**config.mk**
```make
export PLATFORM = sky130hd
export DESIGN_NAME = nic_host_regs
export DESIGN_NICKNAME = d
export VERILOG_FILES = /design/src/rtl/nic_hr_pkg.sv /design/src/rtl/nic_hr_ptr.sv /design/src/rtl/nic_hr_rdmux.sv /design/src/rtl/nic_host_regs.sv
export SDC_FILE = /design/constraint.sdc
export NUM_CORES = 1
export LEC_CHECK = 0
export ABC_AREA = 1
export CAP_MARGIN = 20
export CORE_AREA = 4 4 106 108
export CTS_CLUSTER_SIZE = 30
export DETAILED_ROUTE_END_ITERATION = 7
export DIE_AREA = 0 0 110 112
export MAX_ROUTING_LAYER = met4
export PLACE_DENSITY = 0.82
export SETUP_SLACK_MARGIN = 0.15
export SLEW_MARGIN = 20
export SYNTH_ARGS = -nofsm -noshare
export SYNTH_HDL_FRONTEND = slang
export SYNTH_SLANG_ARGS = --single-unit
```
**constraint.sdc**
```tcl
create_clock -name clk -period 2.9 [get_ports clk]
set_input_delay 0.58 -clock clk [delete_from_list [all_inputs] [get_ports clk]]
set_output_delay 0.58 -clock clk [all_outputs]
set_load 0.03 [all_outputs]
```
**src/rtl/nic_hr_pkg.sv**
```systemverilog
// Package: shared bank encoding, reset values and fixed read bytes of the
// host register window. Assumes an 8-bit host bus and a 4-bit offset.
package nic_hr_pkg;
    typedef enum logic [1:0] {
        BK_LINK  = 2'd0,
        BK_SETUP = 2'd1,
        BK_BUF   = 2'd2,
        BK_MISC  = 2'd3
    } bank_e;

    localparam logic [3:0]  OFF_BANK     = 4'd14;
    localparam logic [3:0]  OFF_ID       = 4'd15;
    localparam logic [15:0] CFG_RST      = 16'hA0B1;
    localparam logic [15:0] CTL_RST      = 16'h1210;
    localparam logic [4:0]  ERCV_RST     = 5'h1F;
    localparam logic [7:0]  ID_BYTE      = 8'h33;
    localparam logic [7:0]  REV_BYTE     = 8'h91;
    localparam logic [7:0]  MGMT_BYTE    = 8'h30;
    localparam logic [7:0]  LINK_STAT_HI = 8'h40;
    localparam logic [7:0]  PTR_HI_MASK  = 8'hF7;
endpackage

```
**src/rtl/nic_hr_ptr.sv**
```systemverilog
// Module: buffer pointer register and packet buffer address generator.
// Holds the 16-bit pointer. Bit 15 selects the receive-queue head page,
// bit 14 selects auto-increment, and the low OFF_W bits are the in-page offset.
// Assumes PAGE_BYTES is a power of two no larger than 2048, so the flag bits
// stay above the offset field. Reset is synchronous and active low.
module nic_hr_ptr #(
    parameter int NPAGES     = 4,
    parameter int PAGE_BYTES = 2048,
    localparam int PAGE_W    = $clog2(NPAGES),
    localparam int OFF_W     = $clog2(PAGE_BYTES)
) (
    input  logic                    clk,
    input  logic                    clr_n,
    input  logic                    wr_lo,
    input  logic                    wr_hi,
    input  logic [7:0]              wdata,
    input  logic                    acc,
    input  logic [1:0]              port_off,
    input  logic [PAGE_W-1:0]       pkt_num,
    input  logic [PAGE_W-1:0]       rxq_head,
    output logic [15:0]             ptr_q,
    output logic [PAGE_W+OFF_W-1:0] mem_addr
);
    logic [PAGE_W-1:0] page;
    logic [OFF_W-1:0]  off;

    // Pointer update: byte writes from the host, or post-access increment.
    always_ff @(posedge clk) begin
        if (!clr_n) begin
            ptr_q <= '0;
        end else if (wr_lo) begin
            ptr_q[7:0] <= wdata;
        end else if (wr_hi) begin
            ptr_q[15:8] <= wdata;
        end else if (acc && ptr_q[14]) begin
            ptr_q[OFF_W-1:0] <= ptr_q[OFF_W-1:0] + OFF_W'(1);
        end
    end

    // Address formation: page choice and in-page offset for the current access.
    always_comb begin
        page = ptr_q[15] ? rxq_head : pkt_num;
        if (ptr_q[14]) begin
            off = ptr_q[OFF_W-1:0];
        end else begin
            off = ptr_q[OFF_W-1:0] + OFF_W'(port_off);
        end
        mem_addr = {page, off};
    end
endmodule

```
**src/rtl/nic_hr_rdmux.sv**
```systemverilog
// Module: read multiplexer of the host register window.
// Maps {bank, offset} to a read byte. Unmapped offsets return 0.
// Purely combinational. Assumes the caller supplies the buffer byte
// for the current data-port address on mem_rdata.
module nic_hr_rdmux
    import nic_hr_pkg::*;
#(
    parameter int NPAGES = 4
) (
    input  bank_e       bank,
    input  logic [3:0]  addr,
    input  logic [15:0] tcr,
    input  logic [15:0] rcr,
    input  logic [15:0] cfg,
    input  logic [15:0] gpw,
    input  logic [15:0] ctl,
    input  logic [15:0] ptr,
    input  logic [4:0]  ercv,
    input  logic [7:0]  mem_rdata,
    output logic [7:0]  rdata
);
    localparam logic [7:0] PAGE_CNT = 8'(NPAGES);

    // Byte selection: fixed offsets first, then the bank-specific map.
    always_comb begin
        rdata = 8'h00;
        if (addr == OFF_BANK) begin
            rdata = {6'b0, bank};
        end else if (addr == OFF_ID) begin
            rdata = ID_BYTE;
        end else begin
            unique case (bank)
                BK_LINK: begin
                    case (addr)
                        4'd0: rdata = tcr[7:0];
                        4'd1: rdata = tcr[15:8];
                        4'd3: rdata = LINK_STAT_HI;
                        4'd4: rdata = rcr[7:0];
                        4'd5: rdata = rcr[15:8];
                        4'd8: rdata = PAGE_CNT;
                        default: rdata = 8'h00;
                    endcase
                end
                BK_SETUP: begin
                    case (addr)
                        4'd0:  rdata = cfg[7:0];
                        4'd1:  rdata = cfg[15:8];
                        4'd10: rdata = gpw[7:0];
                        4'd11: rdata = gpw[15:8];
                        4'd12: rdata = ctl[7:0];
                        4'd13: rdata = ctl[15:8];
                        default: rdata = 8'h00;
                    endcase
                end
                BK_BUF: begin
                    case (addr)
                        4'd6:  rdata = ptr[7:0];
                        4'd7:  rdata = ptr[15:8] & PTR_HI_MASK;
                        4'd8, 4'd9, 4'd10, 4'd11: rdata = mem_rdata;
                        default: rdata = 8'h00;
                    endcase
                end
                BK_MISC: begin
                    case (addr)
                        4'd8:  rdata = MGMT_BYTE;
                        4'd9:  rdata = ID_BYTE;
                        4'd10: rdata = REV_BYTE;
                        4'd11: rdata = ID_BYTE;
                        4'd12: rdata = {3'b0, ercv};
                        default: rdata = 8'h00;
                    endcase
                end
                default: rdata = 8'h00;
            endcase
        end
    end
endmodule

```
**src/rtl/nic_host_regs.sv**
```systemverilog
// Module: top of the banked host register window.
// Decodes byte writes into the control registers, drives the packet buffer
// data port through the pointer unit, and raises soft_rst_o after a soft reset.
// Assumes the host never asserts wr_en and rd_en in the same cycle.
// Reset is synchronous and active low. A soft reset clears the same state.
module nic_host_regs
    import nic_hr_pkg::*;
#(
    parameter int NPAGES     = 4,
    parameter int PAGE_BYTES = 2048,
    localparam int PAGE_W    = $clog2(NPAGES),
    localparam int OFF_W     = $clog2(PAGE_BYTES)
) (
    input  logic                    clk,
    input  logic                    rst_n,
    input  logic                    wr_en,
    input  logic                    rd_en,
    input  logic [3:0]              addr,
    input  logic [7:0]              wdata,
    output logic [7:0]              rdata,
    input  logic [PAGE_W-1:0]       pkt_num,
    input  logic [PAGE_W-1:0]       rxq_head,
    output logic [PAGE_W+OFF_W-1:0] mem_addr,
    output logic                    mem_we,
    output logic                    mem_re,
    output logic [7:0]              mem_wdata,
    input  logic [7:0]              mem_rdata,
    output logic                    soft_rst_o
);
    bank_e       bank_q;
    logic [15:0] tcr_q, rcr_q, cfg_q, gpw_q, ctl_q;
    logic [4:0]  ercv_q;
    logic [15:0] ptr_q;
    logic        soft_req, clr_n, dp_hit, in_bank;

    // Access decode: data-port hit, soft-reset request and combined clear.
    always_comb begin
        in_bank  = (addr != OFF_BANK) && (addr != OFF_ID);
        dp_hit   = in_bank && (bank_q == BK_BUF) && (addr[3:2] == 2'b10);
        soft_req = wr_en && in_bank && (bank_q == BK_LINK) && (addr == 4'd5) && wdata[7];
        clr_n    = rst_n && !soft_req;
        mem_we   = wr_en && dp_hit;
        mem_re   = rd_en && dp_hit;
    end

    assign mem_wdata = wdata;

    // Register writes: bank selector and the byte-addressed control words.
    always_ff @(posedge clk) begin
        if (!clr_n) begin
            bank_q <= BK_LINK;
            tcr_q  <= '0;
            rcr_q  <= '0;
            cfg_q  <= CFG_RST;
            gpw_q  <= '0;
            ctl_q  <= CTL_RST;
            ercv_q <= ERCV_RST;
        end else if (wr_en) begin
            if (addr == OFF_BANK) begin
                bank_q <= bank_e'(wdata[1:0]);
            end else if (in_bank) begin
                unique case (bank_q)
                    BK_LINK: begin
                        case (addr)
                            4'd0: tcr_q[7:0]  <= wdata;
                            4'd1: tcr_q[15:8] <= wdata;
                            4'd4: rcr_q[7:0]  <= wdata;
                            4'd5: rcr_q[15:8] <= wdata;
                            default: ;
                        endcase
                    end
                    BK_SETUP: begin
                        case (addr)
                            4'd0:  cfg_q[7:0]  <= wdata;
                            4'd1:  cfg_q[15:8] <= wdata;
                            4'd10: gpw_q[7:0]  <= wdata;
                            4'd11: gpw_q[15:8] <= wdata;
                            4'd12: ctl_q[7:0]  <= {wdata[7:2], 2'b00};
                            4'd13: ctl_q[15:8] <= wdata;
                            default: ;
                        endcase
                    end
                    BK_MISC: begin
                        if (addr == 4'd12) ercv_q <= wdata[4:0];
                    end
                    default: ;
                endcase
            end
        end
    end

    // Soft-reset pulse: one cycle after the request, cleared by hard reset.
    always_ff @(posedge clk) begin
        if (!rst_n) soft_rst_o <= 1'b0;
        else        soft_rst_o <= soft_req;
    end

    nic_hr_ptr #(.NPAGES(NPAGES), .PAGE_BYTES(PAGE_BYTES)) u_ptr (
        .clk      (clk),
        .clr_n    (clr_n),
        .wr_lo    (wr_en && in_bank && bank_q == BK_BUF && addr == 4'd6),
        .wr_hi    (wr_en && in_bank && bank_q == BK_BUF && addr == 4'd7),
        .wdata    (wdata),
        .acc      ((wr_en || rd_en) && dp_hit),
        .port_off (addr[1:0]),
        .pkt_num  (pkt_num),
        .rxq_head (rxq_head),
        .ptr_q    (ptr_q),
        .mem_addr (mem_addr)
    );

    nic_hr_rdmux #(.NPAGES(NPAGES)) u_rdmux (
        .bank      (bank_q),
        .addr      (addr),
        .tcr       (tcr_q),
        .rcr       (rcr_q),
        .cfg       (cfg_q),
        .gpw       (gpw_q),
        .ctl       (ctl_q),
        .ptr       (ptr_q),
        .ercv      (ercv_q),
        .mem_rdata (mem_rdata),
        .rdata     (rdata)
    );
endmodule

```
==> results.py <==
metrics = {
    "pwr": {
        "internal_power_mw": 1.93,
        "power_switching_mw": 0.712,
        "pwr-share-comb_pct": 12.3,
        "switching_share_pct": 27.0,
        "pwr-share-seq_pct": 52.8,
        "p_per_area_mw_per_mm2": 369,
        "p_leak_nw": 3.42,
        "clock_power_share_pct": 34.9,
        "finalPower_mw": 2.64,
        "irDropWorstVdd_mv": 0.398,
    },
    "die": {
        "num_rows": 37,
        "die_h_um": 112,
        "core_area_mm2": 0.0102,
        "die_area_mm2": 0.0123,
        "start_util_pct": 55.9,
        "die_w_um": 110,
        "num_io_pins": 60,
    },
    "critical_path": {
        "start_kind": "register",
        "worstPathArrival_ns": 2.04,
        "r2r_cells": 9,
        "crit_type": "reg2out",
        "worstPathRequired_ns": 2.32,
        "end_kind": "output port",
        "reg2reg_to": "u_ptr.ptr_q[2]",
        "cp_max_fo": 2,
        "reg2reg_from": "bank_q[1]",
        "r2r_slack_ns": 1.00,
    },
    "sta": {
        "rsz0062_at_grt": "no",
        "fin_skew_ns": 0.00989,
        "timing.final.crit_share_pct": 90.4,
        "layout_setup_ws_ns": 0.279,
        "period_needed_ns": 2.62,
        "setup_violations": 0,
        "tightestPinTransition_ns": 0.485,
        "fmax_mhz": 382,
        "finalHoldViolations": 0,
        "tns_ns": 0,
        "relSlewSlack_pct": 67.6,
        "slew_violations": 0,
        "hold_slack_ns": 0.473,
    },
    "synthesis": {
        "synthCells": 910,
        "synth-main-ff-cell": "dfxtp_1",
        "synthTopCellsByCount": "nand2_1 (278), inv_1 (113), dfxtp_1 (101)",
        "synth_top_area_share_pct": 35.4,
        "syn_area_mm2": 0.00572,
        "avgSynthCellArea_um2": 6.28,
        "ys_seq_area_share_pct": 35.4,
        "synth_most_common_cell": "nand2_1",
        "synth_area_leader_cell": "dfxtp_1",
        "async_flop_share_pct": 0,
        "synth_seq_cells": 101,
        "yosysWarnings": 0,
        "synthDistinctLibCells": 32,
        "synth_nets": 942,
        "synth_edf_count": 0,
        "synth_area_leaders": "dfxtp_1 (35%), nand2_1 (18%), o21ai_0 (8.0%), inv_1 (7.4%), nor2_1 (6.0%)",
    },
    "clocking": {
        "cts_sinks": 101,
        "cts_root_buf": "clkbuf_8",
        "htreeDepth": 3,
        "cts_inserted_buffers": 9,
        "clk_transition_reported_paths_ns": 0.10,
        "tritoncts": "yes",
        "clock_latency_ns": 0.38,
        "cts_buffer_depth": 2,
        "cts_hold_buf": 0,
    },
    "route": {
        "wire_per_inst_um": 14.7,
        "drt-vias-per-instance": 5.29,
        "num_vias": 6127,
        "first_pass_iters": 5,
        "ant_nets": 0,
        "drt-total-wl_um": 17000,
        "drtIter0Drc": 615,
        "drc": 0,
    },
    "grt": {
        "grt_util_all_layers_pct": 28.8,
        "antenna_found_initial": 0,
        "gr-total-overflow": 0,
        "grt_pass1_wl_um": 27400,
        "grt_max_degree": 60,
        "grt_pass1_vias": 5630,
    },
    "placement": {
        "dpl.hpwl_um": 12000,
        "port_buffers": 59,
        "postPlaceCellArea_mm2": 0.00681,
        "dp.cells": 1139,
        "dpl_worst_slack_ns": -0.295,
        "gp_congestion": 0.965,
    },
    "layout": {
        "fin_nets": 1050,
        "area_growth_pct": 25.0,
        "diodes": 0,
        "drive_gt1_share_pct": 17.5,
        "finalInstanceArea_mm2": 0.00715,
        "finish.utilization_pct": 69.9,
        "layoutNonFillerInstCount": 1159,
    },
    "flow_run": {
        "maxCapViolations": 0,
    },
    "hold_path": {
        "hold_path_end": "ctl_q[2]",
        "hold_depth": 2,
        "min-delay-start": "ctl_q[2]",
        "worst_hold_path_type": "reg2reg",
    },
    "run_status": {
        "status": "finished, final reports clean",
    },
}
-- placed cells by master (no fill, tap or decap), types with 2 or more instances in the layout --
cell type        netlist  layout
clkbuf_2               0       4
nor2_4                 5      10
mux2_2                 2       2
inv_1                113     112
clkbuf_1              16       3
xor2_1                13      13
nor2_1                92      85
nand2_4                1       3
nor2_2                 8      10
nand3_1               50      47
nand2_1              278     272
nand2_2                8      12
clkdlybuf4s50_1        0      34
a21oi_1               50      49
o21ai_1                0       5
clkbuf_8               0       9
nor3_1                 4       4
nand3_2                0       3
dfxtp_1              101      99
inv_2                  5       6
o22ai_1                8       7
buf_6                  2       4
nand4_1                7       7
ha_1                   3       2
o21ai_0               91      86
o211ai_1              14      14
inv_6                  0       2
buf_12                 0       2
buf_4                 11     100
-- worst max-delay path: stages (launching register included) --
cell     delay, ns
dfxtp_4       0.36
ha_2          0.16
inv_1         0.05
fa_2          0.39
nor2_4        0.11
nand3_2       0.08
nor2_2        0.12
xor2_1        0.19
buf_4         0.19
-- kinds of logic after synthesis --
| logic type | synth area share, % |
|---|---|
| AOI/OAI and AO/OA | 15.9 |
| xor gates and xnor gates | 2.14 |
| adders and majority gates | 1.01 |
| buffers and inverters | 12.3 |
| DFF | 35.4 |
| muxes | 0.394 |
| and+or+nand+nor | 32.9 |
-- power by group through the flow --
| stage | clock network, mW | logic, mW | registers (mW) |
|---|---|---|---|
| after floorplan | 0 | 0.156 | 1.43 |
| after global placement | 0 | 0.307 | 1.43 |
| after detailed placement | 0 | 0.308 | 1.43 |
| after CTS | 0.919 | 0.313 | 1.39 |
| after global routing | 0.987 | 0.344 | 1.39 |
| final | 0.920 | 0.324 | 1.39 |
-- routing by layer --
layer / wire (µm) / up-vias / share of wire, % / track usage (%)
met4: 499 / 0 / 2.9 / 9.98
li1: - / 3075 / - / -
met3: 1500 / 34 / 8.8 / 5.39
met2: 7870 / 272 / 46 / 43.5
met1: 7130 / 2746 / 42 / 38.4
met5: 0 / - / 0 / -
-- state kept, by name, indices dropped and copies added, names as in the netlist --
register     flops
cfg_q           16
gpw_q           16
rcr_q           16
tcr_q           16
u_ptr.ptr_q     15
ctl_q           14
ercv_q           5
bank_q           2
soft_rst_o       1
-- cell type report --
class	count	area, µm²
tap	136	170
clock buffer	12	135
clock inverter	4	56.3
fill	866	3080
inverter	118	443
sequential	101	2030
multi-input combinational	643	3110
timing repair buffer	145	1210
-- how the worst max path moves through the flow --
stage / from / endpoint / slack, ns / cells after the start
final: u_ptr.ptr_q[0] / mem_addr[8] / 0.28 / 8
after global routing: u_ptr.ptr_q[0] / mem_addr[8] / 0.19 / 8
after CTS: addr[0] / mem_addr[8] / 0.17 / 9
after detailed placement: addr[0] / mem_addr[10] / -0.30 / 9
after global placement: addr[0] / mem_addr[10] / -0.32 / 9
after floorplan: addr[1] / mem_addr[6] / 0.19 / 5
-- what timing repair did --
| item | in CTS | in global routing |
|---|---|---|
| pin swaps | 6 | 6 |
| setup buffers | 0 | 3 |
| endpoints found under the setup margin | 17 | 13 |
| gates resized for setup | 31 | 24 |
| gates cloned | 0 | 1 |
No activity file was read; power rests on OpenSTA's default activity.
